## src/rtl/guard_timer_pkg.sv

```systemverilog
package guard_timer_pkg;
    typedef enum logic [1:0] {
        TO_NONE  = 2'd0,
        TO_RESET = 2'd1,
        TO_WAKE  = 2'd2
    } timeout_e;
endpackage

```

## src/rtl/wd_prescale.sv

```systemverilog
module wd_prescale #(
    parameter int DIV_W = 7
) (
    input  logic clk,
    input  logic rst_n,
    input  logic tick,
    input  logic clear,
    output logic wrap
);
    typedef struct packed {
        logic [DIV_W-1:0] cnt;
    } state_t;

    state_t st_d, st_q;

    always_comb begin
        st_d = st_q;
        wrap = 1'b0;
        if (clear) begin
            st_d.cnt = '0;
        end else if (tick) begin
            if (st_q.cnt == {DIV_W{1'b1}}) begin
                wrap     = 1'b1;
                st_d.cnt = '0;
            end else begin
                st_d.cnt = st_q.cnt + 1'b1;
            end
        end
    end

    always_ff @(posedge clk or negedge rst_n) begin
        if (!rst_n) st_q <= '0;
        else        st_q <= st_d;
    end
endmodule

```

## src/rtl/wd_postscale.sv

```systemverilog
module wd_postscale #(
    parameter int POST_W = 15,
    parameter int SEL_W  = 4
) (
    input  logic             clk,
    input  logic             rst_n,
    input  logic             step,
    input  logic             clear,
    input  logic [SEL_W-1:0] sel,
    output logic             expire
);
    typedef struct packed {
        logic [POST_W-1:0] cnt;
    } state_t;

    state_t            st_d, st_q;
    logic [POST_W-1:0] mask;

    // Bit i of the mask is set when the ratio 2^sel needs count bit i.
    for (genvar i = 0; i < POST_W; i++) begin : g_mask
        assign mask[i] = (int'(sel) > i);
    end

    always_comb begin
        st_d   = st_q;
        expire = 1'b0;
        if (clear) begin
            st_d.cnt = '0;
        end else if (step) begin
            if ((st_q.cnt & mask) == mask) begin
                expire   = 1'b1;
                st_d.cnt = '0;
            end else begin
                st_d.cnt = st_q.cnt + 1'b1;
            end
        end
    end

    always_ff @(posedge clk or negedge rst_n) begin
        if (!rst_n) st_q <= '0;
        else        st_q <= st_d;
    end
endmodule

```

## src/rtl/wd_outstage.sv

```systemverilog
module wd_outstage
    import guard_timer_pkg::*;
(
    input  logic clk,
    input  logic rst_n,
    input  logic expire,
    input  logic in_sleep,
    output logic rst_req,
    output logic wake_req
);
    typedef struct packed {
        timeout_e kind;
    } state_t;

    state_t st_d, st_q;

    always_comb begin
        st_d.kind = TO_NONE;
        if (expire) st_d.kind = in_sleep ? TO_WAKE : TO_RESET;
    end

    always_ff @(posedge clk or negedge rst_n) begin
        if (!rst_n) st_q <= '{kind: TO_NONE};
        else        st_q <= st_d;
    end

    assign rst_req  = (st_q.kind == TO_RESET);
    assign wake_req = (st_q.kind == TO_WAKE);
endmodule

```

## src/rtl/guard_timer.sv

```systemverilog
module guard_timer #(
    parameter int DIV_W  = 7,
    parameter int SEL_W  = 4,
    parameter int POST_W = (1 << SEL_W) - 1
) (
    input  logic             clk,
    input  logic             rst_n,
    input  logic             tick,
    input  logic             cfg_en,
    input  logic             sw_en,
    input  logic             clr_strobe,
    input  logic             sleep_strobe,
    input  logic             osc_sel_chg,
    input  logic             clk_fail,
    input  logic             in_sleep,
    input  logic [SEL_W-1:0] period_sel,
    output logic             rst_req,
    output logic             wake_req
);
    logic run_en;
    logic restart;
    logic base_wrap;
    logic expire;

    assign run_en  = cfg_en | sw_en;
    assign restart = !run_en | clr_strobe | sleep_strobe | osc_sel_chg | clk_fail;

    wd_prescale #(.DIV_W(DIV_W)) u_pre (
        .clk   (clk),
        .rst_n (rst_n),
        .tick  (tick),
        .clear (restart),
        .wrap  (base_wrap)
    );

    wd_postscale #(.POST_W(POST_W), .SEL_W(SEL_W)) u_post (
        .clk    (clk),
        .rst_n  (rst_n),
        .step   (base_wrap),
        .clear  (restart),
        .sel    (period_sel),
        .expire (expire)
    );

    wd_outstage u_out (
        .clk      (clk),
        .rst_n    (rst_n),
        .expire   (expire),
        .in_sleep (in_sleep),
        .rst_req  (rst_req),
        .wake_req (wake_req)
    );
endmodule

```

## config.mk

```make
export PLATFORM = sky130hd
export DESIGN_NAME = guard_timer
export DESIGN_NICKNAME = d
export VERILOG_FILES = /design/src/rtl/guard_timer_pkg.sv /design/src/rtl/wd_prescale.sv /design/src/rtl/wd_postscale.sv /design/src/rtl/wd_outstage.sv /design/src/rtl/guard_timer.sv
export SDC_FILE = /design/constraint.sdc
export NUM_CORES = 1
export LEC_CHECK = 0
export BUFFER_PORTS_ARGS = -buffer_cell sky130_fd_sc_hd__buf_2
export CAP_MARGIN = 15
export CORE_MARGIN = 3
export CORE_UTILIZATION = 60
export CTS_BUF_LIST = sky130_fd_sc_hd__clkbuf_8
export DETAILED_ROUTE_END_ITERATION = 12
export PLACE_DENSITY = 0.88
export SYNTH_ARGS = -nofsm -noshare
export SYNTH_HDL_FRONTEND = slang
export SYNTH_HIERARCHICAL = 1
export SYNTH_SLANG_ARGS = --single-unit
```

## constraint.sdc

```tcl
create_clock -name clk -period 3.2 [get_ports clk]
set_input_delay 0.48 -clock clk [delete_from_list [all_inputs] [get_ports clk]]
set_output_delay 0.48 -clock clk [all_outputs]
set_load 0.02 [all_outputs]
```

==> impl_metrics.xml <==
<?xml version="1.0" encoding="UTF-8"?>
<metrics>
  <group name="logic_synthesis">
    <metric name="netlist_top_cells_count" unit="">24 x sky130_fd_sc_hd__dfrtp_1, 17 x sky130_fd_sc_hd__nand2_1, 16 x sky130_fd_sc_hd__nor2_1</metric>
    <metric name="ys_seq_elements" unit="">24</metric>
    <metric name="post_synth_num_cell_types" unit="">44</metric>
    <metric name="synthCells" unit="">173</metric>
    <metric name="yosys-top-cells-area" unit="">sky130_fd_sc_hd__dfrtp_1 39%, sky130_fd_sc_hd__nand2_1 4.2%, sky130_fd_sc_hd__a22o_2 3.9%, sky130_fd_sc_hd__nor2_1 3.9%, sky130_fd_sc_hd__a21oi_1 2.9%</metric>
    <metric name="synth-edff-count" unit="">0</metric>
    <metric name="synth-warning-count" unit="">6</metric>
    <metric name="synth_largest_area_cell" unit="">sky130_fd_sc_hd__dfrtp_1</metric>
    <metric name="post_synth.cell_area_avg" unit="um^2">8.87</metric>
    <metric name="synth_seq_area_share" unit="%">39.2</metric>
    <metric name="synth_async_sr_flop_share" unit="%">100</metric>
    <metric name="post_synth_instance_area" unit="um^2">1530</metric>
    <metric name="synth_top_cell_area_share" unit="%">39.2</metric>
    <metric name="syn-num-nets" unit="">189</metric>
    <metric name="yosys.cell_count.top_type" unit="">sky130_fd_sc_hd__dfrtp_1</metric>
    <metric name="main_flop_type_after_synthesis" unit="">sky130_fd_sc_hd__dfrtp_1</metric>
  </group>
  <group name="setup_path">
    <metric name="path_class" unit="">flop to flop</metric>
    <metric name="worst_setup_path_start_kind" unit="">flop</metric>
    <metric name="worst_setup_path_end_kind" unit="">flop</metric>
    <metric name="worstPathArrival" unit="ps">2470</metric>
    <metric name="cp.required" unit="ps">3370</metric>
    <metric name="crit_fanout" unit="">7</metric>
  </group>
  <group name="timing">
    <metric name="slew_headroom" unit="%">59.4</metric>
    <metric name="report.final.slew_viol_count" unit="">0</metric>
    <metric name="period_utilization_post_route" unit="%">71.7</metric>
    <metric name="fin_hold_ws" unit="ps">182</metric>
    <metric name="hold_viol" unit="">0</metric>
    <metric name="min_period" unit="ps">2300</metric>
    <metric name="final.setup.tns" unit="ps">0</metric>
    <metric name="measured_slew_at_the_worst_slew_check_pin" unit="ps">603</metric>
    <metric name="maxClockFrequency" unit="GHz">0.436</metric>
    <metric name="clock_skew" unit="ps">4.15</metric>
    <metric name="setup_viol" unit="">0</metric>
    <metric name="rsz0062_at_grt" unit="">no</metric>
  </group>
  <group name="route">
    <metric name="drc" unit="">0</metric>
    <metric name="vias" unit="">1465</metric>
    <metric name="drtIter0Drc" unit="">95</metric>
    <metric name="post_drt_wl_per_cell" unit="um">16.7</metric>
    <metric name="postRouteWirelength" unit="um">3590</metric>
    <metric name="vias_per_std_cell" unit="">6.81</metric>
    <metric name="drtPass1Iterations" unit="">6</metric>
    <metric name="postRouteAntennaNets" unit="">0</metric>
  </group>
  <group name="global_routing">
    <metric name="grt_overflow" unit="">0</metric>
    <metric name="track_usage" unit="%">23.7</metric>
    <metric name="largest_net_degree_at_the_start_of_global_routing" unit="">25</metric>
    <metric name="initial_antenna_violation_count" unit="">0</metric>
    <metric name="first_pass_grt_wire_length" unit="um">6010</metric>
    <metric name="first_global_vias" unit="">1381</metric>
  </group>
  <group name="cts">
    <metric name="cts.htree.levels" unit="">1</metric>
    <metric name="numClockSinks" unit="">24</metric>
    <metric name="cts-buffers-inserted" unit="">3</metric>
    <metric name="tritoncts" unit="">done</metric>
    <metric name="worst_skew_pair.late_latency" unit="ps">270</metric>
    <metric name="post_cts_resized" unit="">0</metric>
    <metric name="clock-root-buffer" unit="">sky130_fd_sc_hd__clkbuf_8</metric>
    <metric name="clkTransAtPathRegs" unit="ps">90</metric>
    <metric name="cts-root-to-sink-buffers" unit="">2</metric>
    <metric name="cts_hold_buf" unit="">0</metric>
    <metric name="post_cts_buffers" unit="">0</metric>
  </group>
  <group name="power">
    <metric name="cellPowerDensity" unit="nW/um^2">331</metric>
    <metric name="power" unit="uW">551</metric>
    <metric name="power.static_leakage" unit="uW">0.000683</metric>
    <metric name="irDropWorstVdd" unit="mV">0.264</metric>
  </group>
  <group name="floorplanning">
    <metric name="fp.dieW" unit="um">56.6</metric>
    <metric name="vertical_extent_of_the_die" unit="um">56.6</metric>
    <metric name="initial_core_util" unit="%">66.2</metric>
    <metric name="design.die.area" unit="um^2">3200</metric>
    <metric name="core" unit="um^2">2320</metric>
    <metric name="pin_count" unit="">16</metric>
    <metric name="rows" unit="">17</metric>
  </group>
  <group name="placement">
    <metric name="dpl-instance-area" unit="um^2">1610</metric>
    <metric name="dp_hpwl" unit="um">2490</metric>
    <metric name="portBuffers" unit="">15</metric>
    <metric name="gp_congestion" unit="">0.910</metric>
  </group>
  <group name="finish">
    <metric name="drive_above_1_share" unit="%">19.8</metric>
    <metric name="areaGrowthSynthToFinish" unit="%">8.40</metric>
    <metric name="layout.nets" unit="">204</metric>
    <metric name="final.fill_count" unit="">197</metric>
    <metric name="finish.instance_area" unit="um^2">1660</metric>
    <metric name="diodes_inserted" unit="">0</metric>
  </group>
  <group name="job">
    <metric name="drv_cap" unit="">0</metric>
  </group>
  <group name="min_path">
    <metric name="hold_path.class" unit="">input pin to async pin</metric>
  </group>
  <group name="run_status">
    <metric name="outcome" unit="">completed</metric>
  </group>
</metrics>
-- sequential cells by signal, indices dropped and copies added, names as in the netlist --
signal       cells
u_out/st_q       2
u_post/st_q     15
u_pre/st_q       7
-- critical path: stages, from the launching register on --
cell                      delay [ps]
sky130_fd_sc_hd__dfrtp_1         470
sky130_fd_sc_hd__ha_1            230
sky130_fd_sc_hd__nand3_1         210
sky130_fd_sc_hd__nor4_1          540
sky130_fd_sc_hd__nand3_1         230
sky130_fd_sc_hd__nor2_1          150
sky130_fd_sc_hd__o31ai_1         100
sky130_fd_sc_hd__a22o_2          260
-- per-stage QoR --
stage,utilization (%),setup WS [ps],cells
detailed placement,69.3,772,211
finish,71.7,904,215
global route,71.7,798,215
global placement,69.3,870,211
CTS,71.7,980,215
floorplan,-,1130,173
-- cells in the final DEF, fill, tap and decap left out, drive strengths merged, types with 2 or more instances in the layout --
cell and instances:
or2 2, buf 17, nand3b 2, inv 5, nand2b 6, nor2b 7
xor2 3, o211ai 5, o2bb2ai 2, a22o 6, o31ai 4, a31oi 4
nor4 3, o21ai 8, or3 2, nand2 17, a221o 3, nor3 8
a31o 2, nand3 9, and4 2, nand4 4, nor2 17, ha 2
a21oi 10, dfrtp 24, clkbuf 4
-- per-layer routing --
metal	vias to the layer above	GRT usage (%)	part of all wire, %
li1	678	-	-
met1	679	30.2	42
met2	97	38.3	47
met3	11	3.22	8.4
met4	0	12.9	2.7
met5	-	0	0
-- layout make-up --
class | instances | area, um^2 | area share [%]
clock buffer | 4 | 55.1 | 3.31
inverter | 5 | 18.8 | 1.13
multi-input combinational | 137 | 863 | 51.9
sequential | 24 | 601 | 36.1
tap | 28 | 35.0 | 2.11
timing repair buffer | 17 | 90.1 | 5.42
-- worst paths after layout --
check	to	slack, ps	depth (start not counted)	startpoint
min in group clk	u_out/st_q[0]	360	2	in_sleep
hold / removal	u_out/st_q[0]	180	1	rst_n
hold reg to reg	u_post/st_q[14]	560	1	u_post/st_q[14]
max in group asynchronous	u_post/st_q[10]	2660	1	rst_n
setup / recovery	u_post/st_q[14]	900	7	u_post/st_q[1]
setup reg to reg	u_post/st_q[14]	900	7	u_post/st_q[1]
-- logic make-up (layout without fill, tap and decap cells) --
kind of cell / Yosys count / count (layout) / synth area share [%]
simple gates: 82 / 82 / 27.9
compound gates: 49 / 49 / 24.4
flops: 24 / 24 / 39.2
buf+inv: 12 / 26 / 4.57
xor+xnor: 3 / 3 / 1.71
fa+ha+maj: 2 / 2 / 1.63
mux: 1 / 1 / 0.653
-- power breakdown --
group	total (uW)	switching (uW)	internal (uW)
Combinational	36.6	23.0	13.7
Sequential	303	0.256	303
Clock	211	101	110
Total	551	124	427
Note: power is estimated with default switching activity, not from simulation.
